`config.mk`:
```
export PLATFORM = sky130hd
export DESIGN_NAME = supv_env_ctrl
export DESIGN_NICKNAME = d
export VERILOG_FILES = /design/src/rtl/supv_env_pkg.sv /design/src/rtl/supv_env_access.sv /design/src/rtl/supv_env_decode.sv /design/src/rtl/supv_env_ctrl.sv
export SDC_FILE = /design/constraint.sdc
export NUM_CORES = 1
export LEC_CHECK = 0
export ABC_AREA = 1
export BUFFER_PORTS_ARGS = -buffer_cell sky130_fd_sc_hd__buf_2
export CORE_MARGIN = 2
export CORE_UTILIZATION = 29
export CTS_CLUSTER_SIZE = 24
export DETAILED_ROUTE_END_ITERATION = 12
export PLACE_DENSITY = 0.82
export SLEW_MARGIN = 0
export SYNTH_ARGS = -nofsm -noshare
export SYNTH_HDL_FRONTEND = slang
export SYNTH_HIERARCHICAL = 1
export SYNTH_SLANG_ARGS = --single-unit
```
`constraint.sdc`:
```
create_clock -name clk -period 1.03 [get_ports clk]
set_clock_uncertainty 0.1 [all_clocks]
set_input_delay 0.1545 -clock clk [delete_from_list [all_inputs] [get_ports clk]]
set_output_delay 0.1545 -clock clk [all_outputs]
set_load 0.05 [all_outputs]
```
`src/rtl/supv_env_pkg.sv`:
```
package supv_env_pkg;

    typedef enum logic [1:0] {
        PRIV_U    = 2'd0,
        PRIV_S    = 2'd1,
        PRIV_RSVD = 2'd2,
        PRIV_M    = 2'd3
    } priv_e;

    typedef enum logic [1:0] {
        OP_WRITE = 2'd0,
        OP_SET   = 2'd1,
        OP_CLEAR = 2'd2,
        OP_NONE  = 2'd3
    } csr_op_e;

    typedef enum logic [1:0] {
        CBO_ZERO  = 2'd0,
        CBO_CLEAN = 2'd1,
        CBO_FLUSH = 2'd2,
        CBO_INVAL = 2'd3
    } cbo_kind_e;

    typedef enum logic [1:0] {
        OUT_NATIVE   = 2'd0,
        OUT_TRAP     = 2'd1,
        OUT_AS_FLUSH = 2'd2,
        OUT_AS_INVAL = 2'd3
    } cbo_out_e;

    localparam int BIT_FENCE  = 0;
    localparam int BIT_INV_LO = 4;
    localparam int BIT_CLNFL  = 6;
    localparam int BIT_ZERO   = 7;

    localparam logic [1:0] INV_TRAP  = 2'd0;
    localparam logic [1:0] INV_FLUSH = 2'd1;
    localparam logic [1:0] INV_RSVD  = 2'd2;
    localparam logic [1:0] INV_FULL  = 2'd3;

    typedef struct packed {
        logic       zero_en;
        logic       clnflush_en;
        logic [1:0] inval_mode;
        logic       fence_mem;
    } cfg_t;

endpackage

```
`src/rtl/supv_env_access.sv`:
```
module supv_env_access
    import supv_env_pkg::*;
#(
    parameter int              XLEN     = 64,
    parameter int              ADDR_W   = 12,
    parameter logic [ADDR_W-1:0] CSR_ADDR = 12'h10A
) (
    input  logic [ADDR_W-1:0] csr_addr,
    input  logic              csr_we,
    input  logic              csr_re,
    input  logic [1:0]        csr_op,
    input  logic [XLEN-1:0]   csr_wdata,
    input  logic [1:0]        cur_priv,
    input  cfg_t              cfg_q,
    output logic              wr_commit,
    output cfg_t              cfg_wr,
    output logic [XLEN-1:0]   csr_rdata,
    output logic              csr_illegal
);

    logic            hit;
    logic            priv_ok;
    logic [XLEN-1:0] cur_word;
    logic [XLEN-1:0] raw;

    always_comb begin
        hit     = (csr_addr == CSR_ADDR);
        priv_ok = (priv_e'(cur_priv) == PRIV_S) || (priv_e'(cur_priv) == PRIV_M);

        cur_word                          = '0;
        cur_word[BIT_FENCE]               = cfg_q.fence_mem;
        cur_word[BIT_INV_LO+1:BIT_INV_LO] = cfg_q.inval_mode;
        cur_word[BIT_CLNFL]               = cfg_q.clnflush_en;
        cur_word[BIT_ZERO]                = cfg_q.zero_en;

        csr_illegal = hit && (csr_we || csr_re) && !priv_ok;
        csr_rdata   = (hit && csr_re && priv_ok) ? cur_word : '0;

        unique case (csr_op_e'(csr_op))
            OP_WRITE: raw = csr_wdata;
            OP_SET:   raw = cur_word | csr_wdata;
            OP_CLEAR: raw = cur_word & ~csr_wdata;
            default:  raw = cur_word;
        endcase

        cfg_wr.fence_mem   = raw[BIT_FENCE];
        cfg_wr.clnflush_en = raw[BIT_CLNFL];
        cfg_wr.zero_en     = raw[BIT_ZERO];
        if (raw[BIT_INV_LO+1:BIT_INV_LO] == INV_RSVD) begin
            cfg_wr.inval_mode = cfg_q.inval_mode;
        end else begin
            cfg_wr.inval_mode = raw[BIT_INV_LO+1:BIT_INV_LO];
        end

        wr_commit = hit && csr_we && priv_ok && (csr_op_e'(csr_op) != OP_NONE);
    end

endmodule

```
`src/rtl/supv_env_decode.sv`:
```
module supv_env_decode
    import supv_env_pkg::*;
#(
    parameter int N_KIND = 4
) (
    input  cfg_t       cfg_q,
    input  logic [1:0] cur_priv,
    input  logic [1:0] cbo_kind,
    output logic [1:0] cbo_outcome
);

    logic [1:0] user_out [N_KIND];

    for (genvar k = 0; k < N_KIND; k++) begin : g_kind
        if (k == int'(CBO_ZERO)) begin : g_zero
            assign user_out[k] = cfg_q.zero_en ? OUT_NATIVE : OUT_TRAP;
        end else if (k == int'(CBO_INVAL)) begin : g_inval
            always_comb begin
                unique case (cfg_q.inval_mode)
                    INV_FLUSH: user_out[k] = OUT_AS_FLUSH;
                    INV_FULL:  user_out[k] = OUT_AS_INVAL;
                    default:   user_out[k] = OUT_TRAP;
                endcase
            end
        end else begin : g_clnfl
            assign user_out[k] = cfg_q.clnflush_en ? OUT_NATIVE : OUT_TRAP;
        end
    end

    always_comb begin
        if (priv_e'(cur_priv) == PRIV_U) begin
            cbo_outcome = user_out[cbo_kind];
        end else begin
            cbo_outcome = OUT_NATIVE;
        end
    end

endmodule

```
`src/rtl/supv_env_ctrl.sv`:
```
module supv_env_ctrl
    import supv_env_pkg::*;
#(
    parameter int                XLEN     = 64,
    parameter int                ADDR_W   = 12,
    parameter logic [ADDR_W-1:0] CSR_ADDR = 12'h10A
) (
    input  logic              clk,
    input  logic              rst_n,
    input  logic [ADDR_W-1:0] csr_addr,
    input  logic              csr_we,
    input  logic              csr_re,
    input  logic [1:0]        csr_op,
    input  logic [XLEN-1:0]   csr_wdata,
    input  logic [1:0]        cur_priv,
    output logic [XLEN-1:0]   csr_rdata,
    output logic              csr_illegal,
    output logic              fence_io_mem,
    input  logic [1:0]        cbo_kind,
    output logic [1:0]        cbo_outcome
);

    cfg_t st_d;
    cfg_t st_q;
    cfg_t cfg_wr;
    logic wr_commit;

    supv_env_access #(
        .XLEN     (XLEN),
        .ADDR_W   (ADDR_W),
        .CSR_ADDR (CSR_ADDR)
    ) u_access (
        .csr_addr    (csr_addr),
        .csr_we      (csr_we),
        .csr_re      (csr_re),
        .csr_op      (csr_op),
        .csr_wdata   (csr_wdata),
        .cur_priv    (cur_priv),
        .cfg_q       (st_q),
        .wr_commit   (wr_commit),
        .cfg_wr      (cfg_wr),
        .csr_rdata   (csr_rdata),
        .csr_illegal (csr_illegal)
    );

    supv_env_decode #(
        .N_KIND (4)
    ) u_decode (
        .cfg_q       (st_q),
        .cur_priv    (cur_priv),
        .cbo_kind    (cbo_kind),
        .cbo_outcome (cbo_outcome)
    );

    always_comb begin
        st_d = st_q;
        if (wr_commit) begin
            st_d = cfg_wr;
        end
    end

    always_ff @(posedge clk or negedge rst_n) begin
        if (!rst_n) begin
            st_q <= '0;
        end else begin
            st_q <= st_d;
        end
    end

    assign fence_io_mem = st_q.fence_mem;

endmodule

```
Word-level counts from Yosys, hierarchy flattened
Index checks and enable logic that the tools add are counted.

Bits of input ports: 86. Flip-flop bits (word level): 5. Word-level logic and storage cells: 43. Output and inout port bits: 68.

Reductions and logical operators: 15. Bitwise logic cells: 5. Magnitude comparators: 1. Eq/ne operators: 9. Multiplexer cells: 9.

Operators with widths (number): case mux 8 bit (3 select lines) (1); equality test 12 x 9 -> 1 bit, second input constant (1); bitwise AND 8 bit (1); equality test 2 bit, second input constant (4); two-way mux 8 bit (1); NOT 8 bit (1); OR 8 bit (1); logical AND 1 bit (7); equality test 2 x 1 -> 1 bit, second input constant (3); two-way mux 2 bit (3); binary-select mux 2 bit (select 2 bit) (1); logical NOT 2 bit (2); case mux 2 bit (2 select lines) (1); AND reduction 2 bit (2); greater-or-equal comparator 3 bit, second input constant (1); NOT 2 -> 3 bit (1); nonzero test 3 bit (1); logical OR 1 bit (2); two-way mux 1 bit (2); inequality test 2 bit, second input constant (1); logical NOT 1 bit (1); NOT 1 bit (1).

Logic depth before layout (Yosys ltp)
Gate-level depths: netlist of the first run.

Word-level depth: 6. Depth in mapped cells: 9. Mapped depth without buffers: 9.

Modules after synthesis
Netlist of the first run, hierarchy kept.

Modules (own cells, without submodules): supv_env_access (times used 1, area an instance 735.7 um2, seq. area each 0.0 um2, cells each 113); supv_env_ctrl (times used 1, area an instance 185.2 um2, seq. area each 125.1 um2, cells each 21); supv_env_decode (times used 1, area an instance 53.8 um2, seq. area each 0.0 um2, cells each 12).

Worst setup path after synthesis of the first run
Ideal clock, no wire load.

Path type: register to output. From: register st_q[1] in the netlist's numbering. To: output cbo_outcome[1]. Stages on the path, launching flop included: 3. Data required time: 0.775 ns. Path slack: -0.760 ns. Buffers on the path: 0. Arrival time: 1.535 ns. Path through: dfrtp_1 -> nand3_1 -> nor3_1.

Longest elaborated chain between the ends: 6. Elaborated cells between the ends (all ways): 7. Those cells by class: 2 x eq/ne; 5 x mux.

Ends and longest elaborated chain: start: declaration (RTL line supv_env_ctrl.sv:24) `cfg_t st_q;`; start signal: assignment (RTL line supv_env_ctrl.sv:66) `st_q <= st_d;`; equality test 2 bit or equality test 2 x 1 -> 1 bit (tied branches) (RTL line supv_env_decode.sv:19) `unique case (cfg_q.inval_mode)`; case mux 2 bit (2 select lines) (*) (RTL line supv_env_decode.sv:19); binary-select mux 2 bit (select 2 bit) (*) (RTL line supv_env_decode.sv:32) `cbo_outcome = user_out[cbo_kind];`; two-way mux 2 bit (implied by the code) (*) (2 in series) (RTL line supv_env_decode.sv:32); two-way mux 2 bit (*) (RTL line supv_env_decode.sv:31) `if (priv_e'(cur_priv) == PRIV_U) begin`; end: declaration (RTL line supv_env_ctrl.sv:20) `output logic [1:0] cbo_outcome`.

Mark *: on every way between the ends. The rest lies on a longest branch, timed or not. The select of a mux whose other input is x is not followed.

Worst setup path after layout of the first run
From: input csr_addr[11]. To: output csr_rdata[0].

Longest elaborated chain between the ends: 4.

Ends and longest elaborated chain: start: declaration (RTL line supv_env_ctrl.sv:10) `input logic [ADDR_W-1:0] csr_addr,`; equality test 12 x 9 -> 1 bit (RTL line supv_env_access.sv:27) `hit = (csr_addr == CSR_ADDR);`; logical AND 1 bit (2 in series) (RTL line supv_env_access.sv:37) `csr_rdata = (hit && csr_re && priv_ok) ? cur_word : '0;`; two-way mux 8 bit (RTL line supv_env_access.sv:37); end: declaration (RTL line supv_env_ctrl.sv:16) `output logic [XLEN-1:0] csr_rdata,`.

Every way passes these cells.

==> flow_summary.json, run 1 <==
{
  "status": "finished with violations",
  "violations": "negative setup slack",
  "grt.overflow.total": 0,
  "core_um2": 3280,
  "synth_edf_count": 0,
  "die_area_um2": 3840,
  "dpl_worst_slack_ns": -0.503,
  "place.gp.congestion": 0.842,
  "synth_xor_area_share_pct": 0,
  "powerDensity_nw_per_um2": 821,
  "synth_compound_area_share_pct": 6.93,
  "finalWorstSetupSlack_ns": -0.391,
  "ys_seq_area_share_pct": 12.8,
  "synth_simple_gate_area_share_pct": 27.1,
  "highest_layer": "met3",
  "start_kind": "input port",
  "cts.clk_slew.worst_paths_ns": 0.04,
  "drv_slew": 0,
  "p_leak_nw": 0.709,
  "met3_length_um": 189,
  "fin_crit_sh_pct": 138,
  "max_freq_ghz": 0.704,
  "synthMuxAreaShare_pct": 0,
  "period_minus_slack_ns": 1.42,
  "die_x_um": 62.0,
  "start_util_pct": 29.7,
  "dr_wl_met2_um": 957,
  "grt_first_pass_wirelength_mm": 2.86,
  "hold_path.class": "input port to async pin",
  "rsz0062_at_grt": "yes",
  "cts_root_buf": "clkbuf_4",
  "htreeDepth": 1,
  "ir_worst_vdd_mv": 0.812,
  "vias_per_cell": 3.48,
  "clk-insertion-delay-late_ns": 0.24,
  "ant_nets": 0,
  "numCtsBuffers": 3,
  "vias": 848,
  "netlist_area_um2": 975,
  "finalSetupViolCount": 14,
  "finalPower_w": 0.00106,
  "synth_area_per_cell_um2": 6.68,
  "syn_inst": 146,
  "finalSetupTns_ns": -3.44,
  "yosysUniqueCellTypes": 20,
  "final_hold_viol_count": 0,
  "drc": 0,
  "cts_tree": "done",
  "worstSetupPathType": "input port to output pin",
  "worstSetupEndpointType": "output pin",
  "io_buffers": 35,
  "num-nets-final": 285,
  "m1WireLength_um": 761,
  "cts.path.max_buffers": 2,
  "wire_per_inst_um": 7.82,
  "drt_iter0_drc": 20,
  "layout-drive-gt1-share_pct": 39.4,
  "cp_max_fo": 5,
  "finalWirelength_mm": 1.91,
  "synth_top_family_by_area": "buffers and inverters",
  "row_count": 21,
  "dr.pass1.iters": 4,
  "cts.sink_count": 5,
  "required_ns": 0.78,
  "drv_cap": 0,
  "yosysWarnings": 6,
  "track_usage_pct": 10.3,
  "synth_async_sr_flop_share_pct": 100,
  "worstPathArrival_ns": 1.17,
  "ys.flop_type": "dfrtp_1",
  "antenna_cells": 0,
  "grt_pass1_vias": 679,
  "synthAdderAreaFrac_pct": 0,
  "syn2layout_area_growth_pct": 32.9,
  "ios": 154,
  "ys_ff_latch": 5,
  "dp_hpwl_mm": 1.64,
  "rrSetupSlack_ns": -0.07,
  "grt_max_degree": 8,
  "grt_antenna_before_repair": 0,
  "die_y_um": 62.0
}
-- power by group --
part           internal, W  switching, W  total, W  leakage, nW
Clock             0.000146     0.0000734  0.000219       0.0150
Sequential        0.000197   0.000000147  0.000198       0.0665
Combinational    0.0000894      0.000557  0.000646        0.627
-- sequential cells by signal (all words and copies together) (netlist names) --
register	flops
st_q	4
fence_io_mem	1
-- cell usage after synthesis, drive strengths merged, types with 2 or more instances --
master | n | share of area [%]
a21oi | 4 | 2.1
inv | 17 | 6.5
nand2 | 25 | 10
nor3 | 2 | 1.0
nor2 | 17 | 9.4
nand4 | 2 | 2.8
o22ai | 4 | 2.6
dfrtp | 5 | 13
buf | 60 | 46
nand3 | 5 | 2.6
-- critical path: stages --
cell and delay, ns:
buf_6 0.09, or2_4 0.24, nor2_4 0.12, nand4_4 0.24, nor2_4 0.15, buf_6 0.17
-- metal layers --
metal  GRT usage, %  up-vias
li1               -      434
met1           11.8      361
met2           18.3       53
met3           3.73        0
met4           1.82        0
met5              0        -
-- final cells by class --
cell class	instances	area, um^2
fill	366	1990
multi-input combinational	122	636
timing repair buffer	50	384
sequential	5	128
inverter	17	63.8
tap	46	57.6
clock buffer	4	26.3
-- cells in the final DEF (no fill, tap or decap), types with 4 or more instances in the layout --
cell	Yosys	final
buf_2	0	23
conb_1	1	59
buf_4	60	11
inv_1	14	12
inv_2	3	5
nand2_1	24	24
nor2_1	10	6
a21oi_1	4	4
buf_6	0	13
nor2_4	2	10
-- stage by stage --
| step | hold slack (ns) | utilization [%] | std cells | cell area (um^2) |
|---|---|---|---|---|
| floorplan | -0.241 | - | 204 | 1260 |
| global placement | -0.130 | 34.4 | 237 | 1130 |
| detailed placement | -0.127 | 34.4 | 237 | 1130 |
| CTS | 0.172 | 39.0 | 244 | 1280 |
| global route | 0.173 | 39.4 | 244 | 1290 |
| finish | 0.166 | 39.4 | 244 | 1290 |
-- cells by family (layout without fill, tap and decap cells) --
group / count (synthesis) / in the layout
AOI/OAI and AO/OA: 11 / 11
buffers and inverters: 77 / 71
DFF: 5 / 5
other: 1 / 59
and+or+nand+nor: 52 / 52
-- worst paths after layout --
path / from / to / cells after the start
setup reg to reg: st_q[2]$_DFFE_PN0P_ / st_q[1]$_DFFE_PN0P_ / 6
setup / recovery: csr_addr[11] / csr_rdata[0] / 6
hold / removal: rst_n / st_q[4]$_DFFE_PN0P_ / 2
max in group asynchronous: rst_n / st_q[1]$_DFFE_PN0P_ / 2
hold reg to reg: st_q[2]$_DFFE_PN0P_ / st_q[2]$_DFFE_PN0P_ / 2
min in group clk: csr_wdata[0] / fence_io_mem$_DFFE_PN0P_ / 5
-- timing repair --
| action | 4_1_cts | 5_1_grt |
|---|---|---|
| pin swaps | 9 | 3 |
| setup buffers | 3 | 0 |
| hold endpoints to repair | 5 | 0 |
| cloned | 0 | 0 |
| endpoints found under the setup margin | 14 | 14 |
| gates resized for setup | 30 | 4 |
| hold buffers | 1 | 0 |
No activity file was read; power rests on OpenSTA's default activity.
==> run 2, diff against run 1 <==
--- a/config.mk
+++ b/config.mk
@@ -11,9 +11,8 @@
 export CORE_UTILIZATION = 29
 export CTS_CLUSTER_SIZE = 24
 export DETAILED_ROUTE_END_ITERATION = 12
-export PLACE_DENSITY = 0.82
+export PLACE_DENSITY = 0.81
 export SLEW_MARGIN = 0
 export SYNTH_ARGS = -nofsm -noshare
 export SYNTH_HDL_FRONTEND = slang
-export SYNTH_HIERARCHICAL = 1
 export SYNTH_SLANG_ARGS = --single-unit
==> flow_summary.json, run 2 <==
{
  "numCtsBuffers": 3,
  "status": "finished with violations",
  "rr_worst_depth": 6,
  "start_kind": "flop",
  "syn2layout_area_growth_pct": 47.8,
  "post-synth-top-count-cell": "buf_4",
  "grt_antenna_before_repair": 0,
  "ys.flop_type": "dfrtp_1",
  "vias": 964,
  "place.gp.congestion": 0.763,
  "io_buffers": 35,
  "core_um2": 3310,
  "track_usage_pct": 11.2,
  "synth_top_cell_by_area": "buf_4",
  "power_frac_comb_pct": 62.6,
  "p_leak_nw": 0.793,
  "ir_worst_vdd_mv": 0.283,
  "final_cell_mix": "conb_1, buf_6, nand2_1",
  "drv_slew": 0,
  "synth_edf_count": 0,
  "dp_hpwl_mm": 1.76,
  "clk-insertion-delay-late_ns": 0.23,
  "antenna_cells": 0,
  "cts.path.max_buffers": 2,
  "drt_iter0_drc": 47,
  "met3_length_um": 226,
  "synthTopCellsByArea": "buf_4, dfrtp_1, nand2_1",
  "finalSetupViolCount": 14,
  "num-nets-final": 296,
  "worstSetupPathType": "flop to output pin",
  "top_register": "st_q",
  "required_ns": 0.78,
  "worstPathArrival_ns": 1.21,
  "ant_nets": 0,
  "dr_wl_met2_mm": 1.45,
  "whs_path_depth": 3,
  "final_hold_viol_count": 0,
  "htreeDepth": 1,
  "worstSetupEndpointType": "output pin",
  "p_switching_w": 0.000677,
  "max_freq_ghz": 0.683,
  "finalSetupTns_ns": -3.24,
  "synth_async_sr_flop_share_pct": 100,
  "ios": 154,
  "synth.top_cell.area_share_pct": 44.5,
  "finalWorstSetupSlack_ns": -0.434,
  "layout-drive-gt1-share_pct": 47.8,
  "drv_cap": 0,
  "seqPwrFrac_pct": 17.4,
  "finalPower_w": 0.00113,
  "grt_pass1_vias": 845,
  "m1WireLength_um": 788,
  "swShare_pct": 59.8,
  "yosysWarnings": 0,
  "dpl_worst_slack_ns": -0.454,
  "yosysUniqueCellTypes": 20,
  "vias_per_cell": 3.78,
  "powerDensity_nw_per_um2": 770,
  "cts_root_buf": "clkbuf_4",
  "dr.pass1.iters": 4,
  "place_area_um2": 1170,
  "cts.sink_count": 5,
  "syn_inst": 156,
  "start_util_pct": 30.0,
  "cts.clk_slew.worst_paths_ns": 0.05,
  "pwr-share-clk_pct": 20.0,
  "grt_max_degree": 8,
  "cp_max_fo": 3,
  "netlist_area_um2": 995,
  "ys_seq_area_share_pct": 12.6,
  "violations": "negative setup slack",
  "synth_top_cells_by_count": "buf_4, nand2_1, inv_1",
  "nFillCells": 324,
  "drc": 0,
  "wire_per_inst_um": 9.84,
  "fin_crit_sh_pct": 142,
  "cts_tree": "done",
  "highest_layer": "met4",
  "die_area_um2": 3910,
  "row_count": 21,
  "grt_first_pass_wirelength_mm": 3.45,
  "largest_reg_flops": 4,
  "period_minus_slack_ns": 1.46,
  "hold_path.class": "input port to flop",
  "die_x_um": 62.6,
  "die_y_um": 62.6,
  "rsz0062_at_grt": "yes",
  "p_int_w": 0.000456,
  "design_area_um2": 1470,
  "finalWirelength_mm": 2.51,
  "final_common_cell": "conb_1",
  "ys_ff_latch": 5,
  "synth_area_per_cell_um2": 6.38,
  "grt.overflow.total": 0,
  "regArea_um2": 126,
  "multi_input_area_um2": 699
}
## run 2: cell count changes in the layout (fill, tap and decap cells not counted), moves of 5 or more
cell / delta
buf_2: -6
buf_4: -7
buf_6: +10
inv_1: -5
inv_2: +6
nand2_2: +6
o21ai_2: +5
## run 2: layer usage
layer / global-route usage [%] / up-vias
met5: 0 / -
met4: 4.17 / 0
met3: 5.05 / 4
met2: 22.2 / 58
met1: 9.69 / 443
li1: - / 459
## run 2: worst paths after layout
path	startpoint	slack, ns	end
max	st_q[3]$_DFFE_PN0P_	-0.43	cbo_outcome[0]
max in group asynchronous	rst_n	0.51	fence_io_mem$_DFFE_PN0P_
min in group asynchronous	rst_n	0.18	fence_io_mem$_DFFE_PN0P_
min reg2reg	st_q[2]$_DFFE_PN0P_	0.47	st_q[2]$_DFFE_PN0P_
min	csr_wdata[6]	0.15	st_q[3]$_DFFE_PN0P_
max reg2reg	st_q[3]$_DFFE_PN0P_	-0.17	st_q[3]$_DFFE_PN0P_
## run 2: power groups by stage
| stage | Combinational [W] | Sequential, W | Clock [W] |
|---|---|---|---|
| 2_1_floorplan | 0.000722 | 0.000200 | 0 |
| 3_3_place_gp | 0.000637 | 0.000200 | 0 |
| 3_5_place_dp | 0.000642 | 0.000200 | 0 |
| 4_1_cts | 0.000676 | 0.000197 | 0.000228 |
| 5_1_grt | 0.000734 | 0.000197 | 0.000254 |
| 6_report | 0.000709 | 0.000197 | 0.000226 |
## run 2: logic make-up (layout without fill, tap and decap cells)
| group | after synthesis | after routing | share of synthesized area, % |
|---|---|---|---|
| other | 1 | 59 | 0.377 |
| AOI/OAI and AO/OA | 15 | 15 | 8.30 |
| and+or+nand+nor | 55 | 55 | 26.3 |
| DFF | 5 | 5 | 12.6 |
| buffers and inverters | 80 | 75 | 52.5 |
## run 2: layout make-up
| type | instances | share of cell area (%) |
|---|---|---|
| Multi-Input combinational cell | 129 | 47.6 |
| Timing Repair Buffer | 50 | 31.2 |
| Sequential cell | 5 | 8.60 |
| Inverter | 21 | 6.89 |
| Tap cell | 46 | 3.91 |
| Clock buffer | 4 | 1.79 |
## run 2: worst max-delay path: stages, from the launching register on
cell and delay (ns):
dfrtp_1 0.40, a31oi_1 0.18, o21ai_2 0.10, a21oi_4 0.12, buf_6 0.17
## run 2: what timing repair did
item	CTS	global route
endpoints found under the setup margin	14	14
setup buffers	2	3
endpoints found under the hold margin	5	0
resized for setup	46	21
pin swaps	16	10
hold buffers	1	0
## run 2: through the flow
| stage | cells | hold WS (ns) | utilization, % |
|---|---|---|---|
| 2_1_floorplan | 214 | -0.241 | - |
| 3_3_place_gp | 246 | -0.125 | 35.3 |
| 3_5_place_dp | 246 | -0.124 | 35.3 |
| 4_1_cts | 253 | 0.135 | 41.5 |
| 5_1_grt | 255 | 0.144 | 44.4 |
| 6_report | 255 | 0.149 | 44.4 |
==> run 3, diff against run 2 <==
--- a/config.mk
+++ b/config.mk
@@ -12,6 +12,7 @@
 export CTS_CLUSTER_SIZE = 24
 export DETAILED_ROUTE_END_ITERATION = 12
 export PLACE_DENSITY = 0.81
+export SKIP_CTS_REPAIR_TIMING = 1
 export SLEW_MARGIN = 0
 export SYNTH_ARGS = -nofsm -noshare
 export SYNTH_HDL_FRONTEND = slang
==> flow_summary.json, run 3 (synthesis results as in run 2) <==
{
  "track_usage_pct": 9.40,
  "die_y_um": 62.6,
  "num-nets-final": 292,
  "die_x_um": 62.6,
  "row_count": 21,
  "ant_nets": 0,
  "dp_hpwl_mm": 1.76,
  "power_frac_comb_pct": 62.1,
  "cts.sink_count": 5,
  "finalPower_w": 0.00111,
  "drv_cap": 0,
  "finalSetupTns_ns": -2.71,
  "critPathTopFamily": "flip-flops",
  "dr.pass1.iters": 4,
  "worstPathArrival_ns": 1.20,
  "final_hold_viol_count": 0,
  "pwr-share-clk_pct": 20.1,
  "cts_root_buf": "clkbuf_4",
  "violations": "negative setup slack",
  "die_area_um2": 3910,
  "grt_first_pass_wirelength_mm": 2.92,
  "cp_max_fo": 3,
  "grt_pass1_vias": 756,
  "worstPathCellList": "a31oi_1, o21ai_2, a21oi_4, buf_6",
  "cts.path.max_buffers": 2,
  "r2r-start": "st_q[3]$_DFFE_PN0P_",
  "drv_slew": 0,
  "worst_path_max_delay_cell": "dfrtp_1",
  "powerDensity_nw_per_um2": 801,
  "worstSetupPathType": "flop to output pin",
  "top_register": "st_q",
  "drc": 0,
  "p_int_w": 0.000446,
  "crit_buf_inv": 1,
  "place_area_um2": 1170,
  "required_ns": 0.78,
  "whs_path_depth": 3,
  "htreeDepth": 1,
  "antenna_cells": 0,
  "finalWirelength_mm": 2.05,
  "io_buffers": 35,
  "start_kind": "flop",
  "clk-insertion-delay-late_ns": 0.23,
  "layout-drive-gt1-share_pct": 45.9,
  "rr_worst_depth": 5,
  "whs_ns": 0.125,
  "syn2layout_area_growth_pct": 39.1,
  "vias": 905,
  "fin_crit_sh_pct": 141,
  "grt_antenna_before_repair": 0,
  "finalSetupViolCount": 14,
  "max_freq_ghz": 0.689,
  "place.gp.congestion": 0.763,
  "cts.clk_slew.worst_paths_ns": 0.05,
  "seqPwrFrac_pct": 17.8,
  "core_um2": 3310,
  "start_util_pct": 30.0,
  "swShare_pct": 59.8,
  "drt_iter0_drc": 34,
  "grt.overflow.total": 0,
  "hold_path.class": "input port to flop",
  "p_leak_nw": 0.742,
  "final_cell_mix": "conb_1, nand2_1, buf_2",
  "slowest_delay_ns": 0.40,
  "rrSetupSlack_ns": -0.08,
  "ir_worst_vdd_mv": 0.264,
  "rsz0062_at_grt": "yes",
  "largest_reg_flops": 4,
  "finalWorstSetupSlack_ns": -0.421,
  "wire_per_inst_um": 8.16,
  "p_switching_w": 0.000663,
  "status": "finished with violations",
  "cts_tree": "done",
  "numCtsBuffers": 3,
  "final_common_cell": "conb_1",
  "min_from": "csr_wdata[0]",
  "ios": 154,
  "worstSetupEndpointType": "output pin",
  "r2r_end": "st_q[3]$_DFFE_PN0P_",
  "period_minus_slack_ns": 1.45,
  "dpl_worst_slack_ns": -0.454,
  "vias_per_cell": 3.61,
  "min_to": "fence_io_mem$_DFFE_PN0P_",
  "grt_max_degree": 8,
  "design_area_um2": 1380
}
-- run 3: changes by cell type in the layout (fill, tap and decap cells not counted), sizes merged --
cell	change
buf	-4
-- run 3: layout make-up --
type / instances / area [um^2]
flip-flops and latches: 5 / 126
fillers: 345 / 1930
multi-input cells: 129 / 694
inverters: 21 / 98.8
well taps: 46 / 57.6
repair buffers: 46 / 380
clock buffers: 4 / 26.3
-- run 3: worst register-to-register path, stage by stage, from the launching register on --
cell	delay, ns
dfrtp_1	0.40
buf_4	0.15
o21ai_2	0.11
nand2_1	0.05
a21oi_1	0.11
o21ai_1	0.07
-- run 3: how the worst max path moves through the flow --
stage,start,endpoint,slack (ns),cells after the start
after floorplan,csr_addr[9],csr_rdata[0],-0.24,6
after global placement,csr_addr[9],csr_rdata[0],-0.42,8
after detailed placement,csr_addr[9],csr_rdata[6],-0.45,8
after CTS,st_q[3]$_DFFE_PN0P_,cbo_outcome[0],-0.52,4
after global routing,st_q[3]$_DFFE_PN0P_,cbo_outcome[0],-0.50,4
final,st_q[3]$_DFFE_PN0P_,cbo_outcome[0],-0.42,4
-- run 3: per-layer routing --
| metal | up-vias | routed length [um] | global-route usage, % |
|---|---|---|---|
| li1 | 454 | - | - |
| met1 | 407 | 717 | 8.48 |
| met2 | 44 | 1130 | 18.3 |
| met3 | 0 | 200 | 5.23 |
| met4 | 0 | 0 | 1.67 |
| met5 | - | 0 | 0 |
-- run 3: per-stage QoR --
stage | cells | utilization, %
after global placement | 246 | 35.3
after detailed placement | 246 | 35.3
after global routing | 251 | 41.8
after CTS | 250 | 36.1
final | 251 | 41.8
after floorplan | 214 | -
-- run 3: power by group through the flow --
stage          clock [W]  sequential [W]  combinational (W)
6_report        0.000222        0.000197           0.000689
4_1_cts         0.000228        0.000197           0.000643
5_1_grt         0.000254        0.000197           0.000717
2_1_floorplan          0        0.000200           0.000722
3_5_place_dp           0        0.000200           0.000642
3_3_place_gp           0        0.000200           0.000637
